===== src/rtl/spi_fc_pkg.sv =====
package spi_fc_pkg;

    typedef enum logic [1:0] {
        FC_IDLE = 2'd0,
        FC_RUN  = 2'd1,
        FC_HOLD = 2'd2
    } fc_state_e;

    // Selection settings used to form the pause request
    typedef struct packed {
        logic rd_en;
        logic wr_en;
        logic wr_src_irq;
        logic wr_pol_low;
        logic rd_pol_low;
    } fc_sel_cfg_t;

    localparam int FC_SRC_MISO = 0;
    localparam int FC_SRC_IRQ  = 1;
    localparam int FC_NUM_SRC  = 2;

endpackage


===== src/rtl/spi_fc_sync.sv =====
module spi_fc_sync #(
    parameter int STAGES = 2,
    parameter int WIDTH  = 2
) (
    input  logic             clk,
    input  logic             rst_n,
    input  logic [WIDTH-1:0] d,
    output logic [WIDTH-1:0] q
);
    localparam int LAST = STAGES - 1;

    logic [STAGES-1:0][WIDTH-1:0] chain;

    always_ff @(posedge clk or negedge rst_n) begin
        if (!rst_n) begin
            chain <= '0;
        end else begin
            chain[0] <= d;
            for (int i = 1; i < STAGES; i++) begin
                chain[i] <= chain[i-1];
            end
        end
    end

    assign q = chain[LAST];

endmodule


===== src/rtl/spi_fc_req.sv =====
module spi_fc_req
    import spi_fc_pkg::*;
(
    input  logic        miso_s,
    input  logic        irq_s,
    input  logic        dir_write,
    input  fc_sel_cfg_t cfg,
    output logic        req,
    output logic        dir_en
);
    logic wr_level;
    logic wr_req;
    logic rd_req;

    always_comb begin
        wr_level = cfg.wr_src_irq ? irq_s : miso_s;
        wr_req   = wr_level ^ cfg.wr_pol_low;
        rd_req   = miso_s ^ cfg.rd_pol_low;
        req      = dir_write ? wr_req : rd_req;
        dir_en   = dir_write ? cfg.wr_en : cfg.rd_en;
    end

endmodule


===== src/rtl/spi_fc_fsm.sv =====
module spi_fc_fsm
    import spi_fc_pkg::*;
(
    input  logic clk,
    input  logic rst_n,
    input  logic xfer_active,
    input  logic byte_boundary,
    input  logic req,
    input  logic dir_en,
    output logic in_hold,
    output logic hold_out
);
    fc_state_e state_q;
    fc_state_e state_d;

    always_ff @(posedge clk or negedge rst_n) begin
        if (!rst_n) begin
            state_q <= FC_IDLE;
        end else begin
            state_q <= state_d;
        end
    end

    always_comb begin
        state_d = state_q;
        unique case (state_q)
            FC_IDLE: begin
                if (xfer_active) state_d = FC_RUN;
            end
            FC_RUN: begin
                if (!xfer_active)                          state_d = FC_IDLE;
                else if (byte_boundary && req && dir_en)   state_d = FC_HOLD;
            end
            FC_HOLD: begin
                if (!xfer_active)          state_d = FC_IDLE;
                else if (!req || !dir_en)  state_d = FC_RUN;
            end
            default: state_d = FC_IDLE;
        endcase
    end

    always_comb begin
        in_hold  = (state_q == FC_HOLD);
        hold_out = in_hold && dir_en;
    end

endmodule


===== src/rtl/spi_fc_gate.sv =====
module spi_fc_gate
    import spi_fc_pkg::*;
#(
    parameter int SYNC_STAGES = 2
) (
    input  logic clk,
    input  logic rst_n,
    input  logic xfer_active,
    input  logic dir_write,
    input  logic byte_boundary,
    input  logic sclk_raw,
    input  logic miso_in,
    input  logic irq_in,
    input  logic fc_rd_en,
    input  logic fc_wr_en,
    input  logic wr_src_irq,
    input  logic wr_pol_low,
    input  logic rd_pol_low,
    input  logic mosi_inv,
    input  logic cpol,
    output logic stall,
    output logic mosi_force_en,
    output logic mosi_force_val,
    output logic sclk_out
);
    logic [FC_NUM_SRC-1:0] src_raw;
    logic [FC_NUM_SRC-1:0] src_sync;
    fc_sel_cfg_t           sel_cfg;
    logic                  req;
    logic                  dir_en;
    logic                  in_hold;
    logic                  hold;

    assign src_raw[FC_SRC_MISO] = miso_in;
    assign src_raw[FC_SRC_IRQ]  = irq_in;

    assign sel_cfg = '{rd_en:      fc_rd_en,
                       wr_en:      fc_wr_en,
                       wr_src_irq: wr_src_irq,
                       wr_pol_low: wr_pol_low,
                       rd_pol_low: rd_pol_low};

    spi_fc_sync #(
        .STAGES (SYNC_STAGES),
        .WIDTH  (FC_NUM_SRC)
    ) u_sync (
        .clk   (clk),
        .rst_n (rst_n),
        .d     (src_raw),
        .q     (src_sync)
    );

    spi_fc_req u_req (
        .miso_s    (src_sync[FC_SRC_MISO]),
        .irq_s     (src_sync[FC_SRC_IRQ]),
        .dir_write (dir_write),
        .cfg       (sel_cfg),
        .req       (req),
        .dir_en    (dir_en)
    );

    spi_fc_fsm u_fsm (
        .clk           (clk),
        .rst_n         (rst_n),
        .xfer_active   (xfer_active),
        .byte_boundary (byte_boundary),
        .req           (req),
        .dir_en        (dir_en),
        .in_hold       (in_hold),
        .hold_out      (hold)
    );

    always_comb begin
        stall          = hold;
        mosi_force_en  = hold;
        mosi_force_val = dir_write ^ mosi_inv;
        sclk_out       = hold ? cpol : sclk_raw;
    end

endmodule


===== config.mk =====
export PLATFORM = sky130hd
export DESIGN_NAME = spi_fc_gate
export DESIGN_NICKNAME = d
export VERILOG_FILES = /design/src/rtl/spi_fc_pkg.sv /design/src/rtl/spi_fc_sync.sv /design/src/rtl/spi_fc_req.sv /design/src/rtl/spi_fc_fsm.sv /design/src/rtl/spi_fc_gate.sv
export SDC_FILE = /design/constraint.sdc
export NUM_CORES = 1
export LEC_CHECK = 0
export ABC_AREA = 0
export CORE_AREA = 2 2 39 41
export DETAILED_ROUTE_END_ITERATION = 12
export DIE_AREA = 0 0 41 43
export PLACE_DENSITY_LB_ADDON = 0.12
export RECOVER_POWER = 25
export SYNTH_ARGS = -nofsm -noshare
export SYNTH_HDL_FRONTEND = slang
export SYNTH_HIERARCHICAL = 1
export SYNTH_SLANG_ARGS = --single-unit
export TNS_END_PERCENT = 1

===== constraint.sdc =====
create_clock -name clk -period 3.95 [get_ports clk]
set_input_delay 0.79 -clock clk [delete_from_list [all_inputs] [get_ports clk]]
set_output_delay 0.79 -clock clk [all_outputs]
set_load 0.01 [all_outputs]

[Word-level counts from Yosys, hierarchy flattened]
Cells that the tools add are included.
W data, S select, Z words.
Cells by class
  equal/unequal tests: 5
  mux-type cells: 10
  bitwise operators: 3
  reduce and logical (&&, ||, !) cells: 8
Operators with widths (count)
  $mux W2: 5
  $ne A3 B2 Y1 const B: 2
  $pmux W2 S3: 1
  $mux W1: 4
  $logic_and A1 B1 Y1: 3
  $reduce_and A3 Y1: 1
  $xor A1 B1 Y1: 3
  $eq A2 B1 Y1 const B: 1
  $eq A2 B2 Y1 const B: 1
  $logic_not A1 Y1: 2
  $logic_not A2 Y1: 1
  $ne A2 B2 Y1 const B: 1
  $logic_or A1 B1 Y1: 1
Storage, ports and cells
  logic and storage cells: 29
  register bits after elaboration: 6
  output and inout port bits: 4

[Longest topological paths before layout]
Gate-level depths: netlist (run 1).
  depth after elaboration: 8
  depth in mapped cells: 6
  gate-level depth less buffers: 5

[Modules after synthesis]
Netlist (run 1), hierarchy kept.
By module, submodules not included
  spi_fc_sync: instances 1, cells each 6, area an instance 115.1 um^2, seq. area each 100.1 um^2
  spi_fc_fsm: instances 1, cells each 10, area an instance 108.9 um^2, seq. area each 50.0 um^2
  spi_fc_req: instances 1, cells each 8, area an instance 65.1 um^2, seq. area each 0.0 um^2
  spi_fc_gate: instances 1, cells each 3, area an instance 31.3 um^2, seq. area each 0.0 um^2

[Worst setup path before layout (run 1)]
Ideal clock, no wire load.
  path kind: input to output
  from: in dir_write
  to: out sclk_out
  data arrival time: 1.645 ns
  slack: 1.515 ns
  required time: 3.160 ns
  buffers on the path: 0
  cell stages on the path: 3
  cells stage by stage: mux2_2 and2_1 mux2_4
Between the ends
  cells in the longest elaborated chain, start to end: 3
RTL lines
  start, declared: RTL line spi_fc_gate.sv:9  | input logic dir_write,
  $mux W1: RTL line spi_fc_req.sv:20  | dir_en = dir_write ? cfg.wr_en : cfg.rd_en;
  $logic_and A1 B1 Y1: RTL line spi_fc_fsm.sv:44  | hold_out = in_hold && dir_en;
  via mosi_force_en: RTL line spi_fc_gate.sv:22  | output logic mosi_force_en,
  $mux W1: RTL line spi_fc_gate.sv:77  | sclk_out = hold ? cpol : sclk_raw;
  end, declared: RTL line spi_fc_gate.sv:24  | output logic sclk_out
The timed path passes the listed nets, and every way through them passes these cells.

[Worst setup path after layout (run 1)]
  from: in dir_write
  to: out sclk_out
Between the ends
  cells in the longest elaborated chain, start to end: 3
RTL lines
  $mux W1: RTL line spi_fc_req.sv:20
  via dir_en: RTL line spi_fc_gate.sv:30  | logic dir_en;
  $logic_and A1 B1 Y1: RTL line spi_fc_fsm.sv:44
  $mux W1: RTL line spi_fc_gate.sv:77
The timed path passes the listed nets, and every way through them passes these cells.

==> metrics.csv, run 1 <==
stage,metric,value,unit
timing,fin_crit,3.53,ns
clock_tree,cts.sinks,6,
grt,grt_pass1_wl,1070,um
job,maxCapViolCount,0,
clock_tree,root_buffer,clkbuf_4,
logic_synthesis,synthTopCellsByArea,"dfrtp_1 47%, buf_4 7.0%, mux2_4 4.7%",
worst_setup_path,worst_ep_required_time,3.16,ns
die,row_count,14,
clock_tree,cts_max_path_buffers,2,
logic_synthesis,async_flop_share,1.00,
worst_setup_path,worstSetupPathType,primary input to primary output,
worst_setup_path,slowest_stage,clkdlybuf4s50_1,
pwr,power.density,293,mW/mm2
grt,grtUsageTotal,0.0920,
clock_tree,hold_buffers,0,
logic_synthesis,syn_inst,27,
timing,hold_viol_final,0,
grt,antenna_found_initial,0,
die,die_h,43,um
logic_synthesis,synthFlopType,dfrtp_1,
die,dieWidth,41,um
logic_synthesis,yosysWarnings,6,
timing,grt_setup_unrepaired,false,
status,status,completed,
pwr,leakagePower,0.205,nW
worst_setup_path,rr_worst_depth,5,
pwr,ir_drop,0.000144,V
timing,drv_slew,0,
die,ioPinCount,19,
finish,drive_gt1_frac,0.156,
clock_tree,cts.htree.levels,1,
die,die_area,0.00176,mm2
clock_tree,clkTransAtPathRegs,0.05,ns
logic_synthesis,yosys.area.top_type_share,0.469,
logic_synthesis,synth_edf_count,0,
route,totalWireLength,625,um
pwr,internal_power,120,uW
timing,worstMarginPinSlew,0.310,ns
min_path,worst_hold_path.num_cells,0,
finish,area_growth,62.5,%
finish,final_cells,61,
place,gp_congestion,0.514,
route,routedWlPerCell,10.2,um
logic_synthesis,yosys.cell_count.top_type,dfrtp_1,
grt,grt_pass1_vias,291,
logic_synthesis,synth_cell_types,19,
worst_setup_path,path_max_fanout,7,
pwr,power.total,153,uW
logic_synthesis,synthTopCellsByCount,"6 x dfrtp_1, 3 x buf_4, 2 x nand2_1",
route,route.detailed.drc,0,
worst_setup_path,critPathCaptureType,primary output,
clock_tree,cts_tree,done,
route,via_per_inst,4.44,
route,ant_nets,0,
worst_setup_path,path_cells,"clkdlybuf4s50_1, mux2_2, and2_1, mux2_4, clkdlybuf4s50_1",
logic_synthesis,yosysSeqAreaShare,0.469,
place,place_inst,58,
timing,finClkSkew,0.00540,ns
logic_synthesis,syn_area_per_cell,11.9,um2
place,port-buffer-count,18,
route,drtIter0Drc,4,
clock_tree,insertion_delay,0.24,ns
logic_synthesis,syn_nets,42,
pwr,p_sw,32.9,uW
timing,slew_headroom,0.793,
route,via_count,271,
min_path,min_path_type,flip-flop to flip-flop,
die,core,0.00138,mm2
worst_setup_path,arrival,2.74,ns
logic_synthesis,synth_top_area_cell,dfrtp_1,
timing,holdWs,0.338,ns
logic_synthesis,ys_ff_latch,6,
pwr,pwr-share-comb,0.201,
finish,nets,62,
pwr,clkPwrFrac,0.362,
route,drt-pass1-iter-count,2,
pwr,pwr-share-seq,0.437,
pwr,switching_share,0.216,
die,initial_core_util,0.231,
logic_synthesis,syn_area,320,um2
timing,clock.fmax,284,MHz
timing,fin_tns_setup,0,ns
timing,fin_crit_sh,0.893,
clock_tree,cts_buffers,3,
worst_setup_path,crit_top_cell,clkdlybuf4s50_1,
clock_tree,cts_resized,0,
grt,grt_max_degree,8,
worst_setup_path,start_kind,primary input,
clock_tree,cts_setup_buffers,0,
worst_setup_path,slowest_delay,0.59,ns
finish,antennaDiodeCount,0,
place,dp.final_hpwl,509,um
grt,grt_overflow,0,
timing,setup_violations,0,
-- worst max-delay path, delay by kind of cell --
| family | cells | cell delay, ns |
|---|---|---|
| and+or+nand+nor | 1 | 0.18 |
| buffers and inverters | 2 | 1.06 |
| muxes | 2 | 0.70 |
-- kinds of logic (layout without fill, tap and decap cells) --
kind of cell,count (synthesis),count (layout),share of synthesized area
AOI/OAI and AO/OA,3,3,0.0820
xor gates and xnor gates,2,2,0.0547
buffers and inverters,3,21,0.0703
DFF,6,6,0.469
muxes,2,2,0.0820
and+or+nand+nor,11,11,0.242
-- flip-flops by register name, summed over array words and instances (netlist names) --
name           count
u_sync/chain       2
u_sync/q           2
u_fsm/state_q      2
-- worst paths after layout --
kind / start / end / slack, ns
setup / recovery: dir_write / sclk_out / 0.42
hold / removal: u_sync/chain[0]$_DFF_PN0_ / u_sync/q[0]$_DFF_PN0_ / 0.34
setup reg to reg: u_sync/q[0]$_DFF_PN0_ / u_fsm/state_q[0]$_DFFE_PN0P_ / 2.48
hold reg to reg: u_sync/chain[0]$_DFF_PN0_ / u_sync/q[0]$_DFF_PN0_ / 0.34
max in group asynchronous: rst_n / u_sync/q[1]$_DFF_PN0_ / 2.87
min in group asynchronous: rst_n / u_fsm/state_q[1]$_DFFE_PN0P_ / 0.86
-- through the flow --
step / instance area (um2) / worst slack (ns) / util
detailed placement: 498 / 0.413 / 0.360
CTS: 520 / 0.408 / 0.376
global placement: 498 / 0.435 / 0.360
global route: 520 / 0.326 / 0.376
floorplan: 320 / 1.51 / -
finish: 520 / 0.423 / 0.376
-- routing by layer --
layer / routed length (um) / global-route usage
met1: 251 / 0.0954
met2: 311 / 0.138
met3: 63 / 0.0314
met4: 0 / 0.0800
met5: 0 / 0
-- power groups by stage --
stage          sequential [mW]  clock, mW  combinational (mW)
2_1_floorplan           0.0670          0              0.0117
3_3_place_gp            0.0675          0              0.0302
3_5_place_dp            0.0678          0              0.0312
4_1_cts                 0.0668     0.0589              0.0314
5_1_grt                 0.0673     0.0635              0.0339
6_report                0.0668     0.0553              0.0306
-- layout make-up --
type                       instances  area [um2]
fill                             141         863
multi-input combinational         18         148
sequential                         6         150
clock buffer                       3        22.5
tap                               16        20.0
timing repair buffer              18         180
-- placed cells by master, fill, tap and decap left out, drive strengths merged --
cell            n
mux2            2
nand4           1
nand4b          1
a31oi           1
dlygate4sd3     1
and4            1
or3             1
xnor2           1
and3b           1
o2111ai         1
nand3           1
o2111a          1
dfrtp           6
or4b            1
nor2b           1
nand2           2
xor2            1
clkdlybuf4s50  17
clkbuf          3
and2            1
No activity file was read; power rests on OpenSTA's default activity.
==> run 2: changes to the inputs <==
CAP_MARGIN = 20   (was not set)
==> results of run 2 <==
Same layout as run 1: the final DEF is identical, and so are final timing and power.
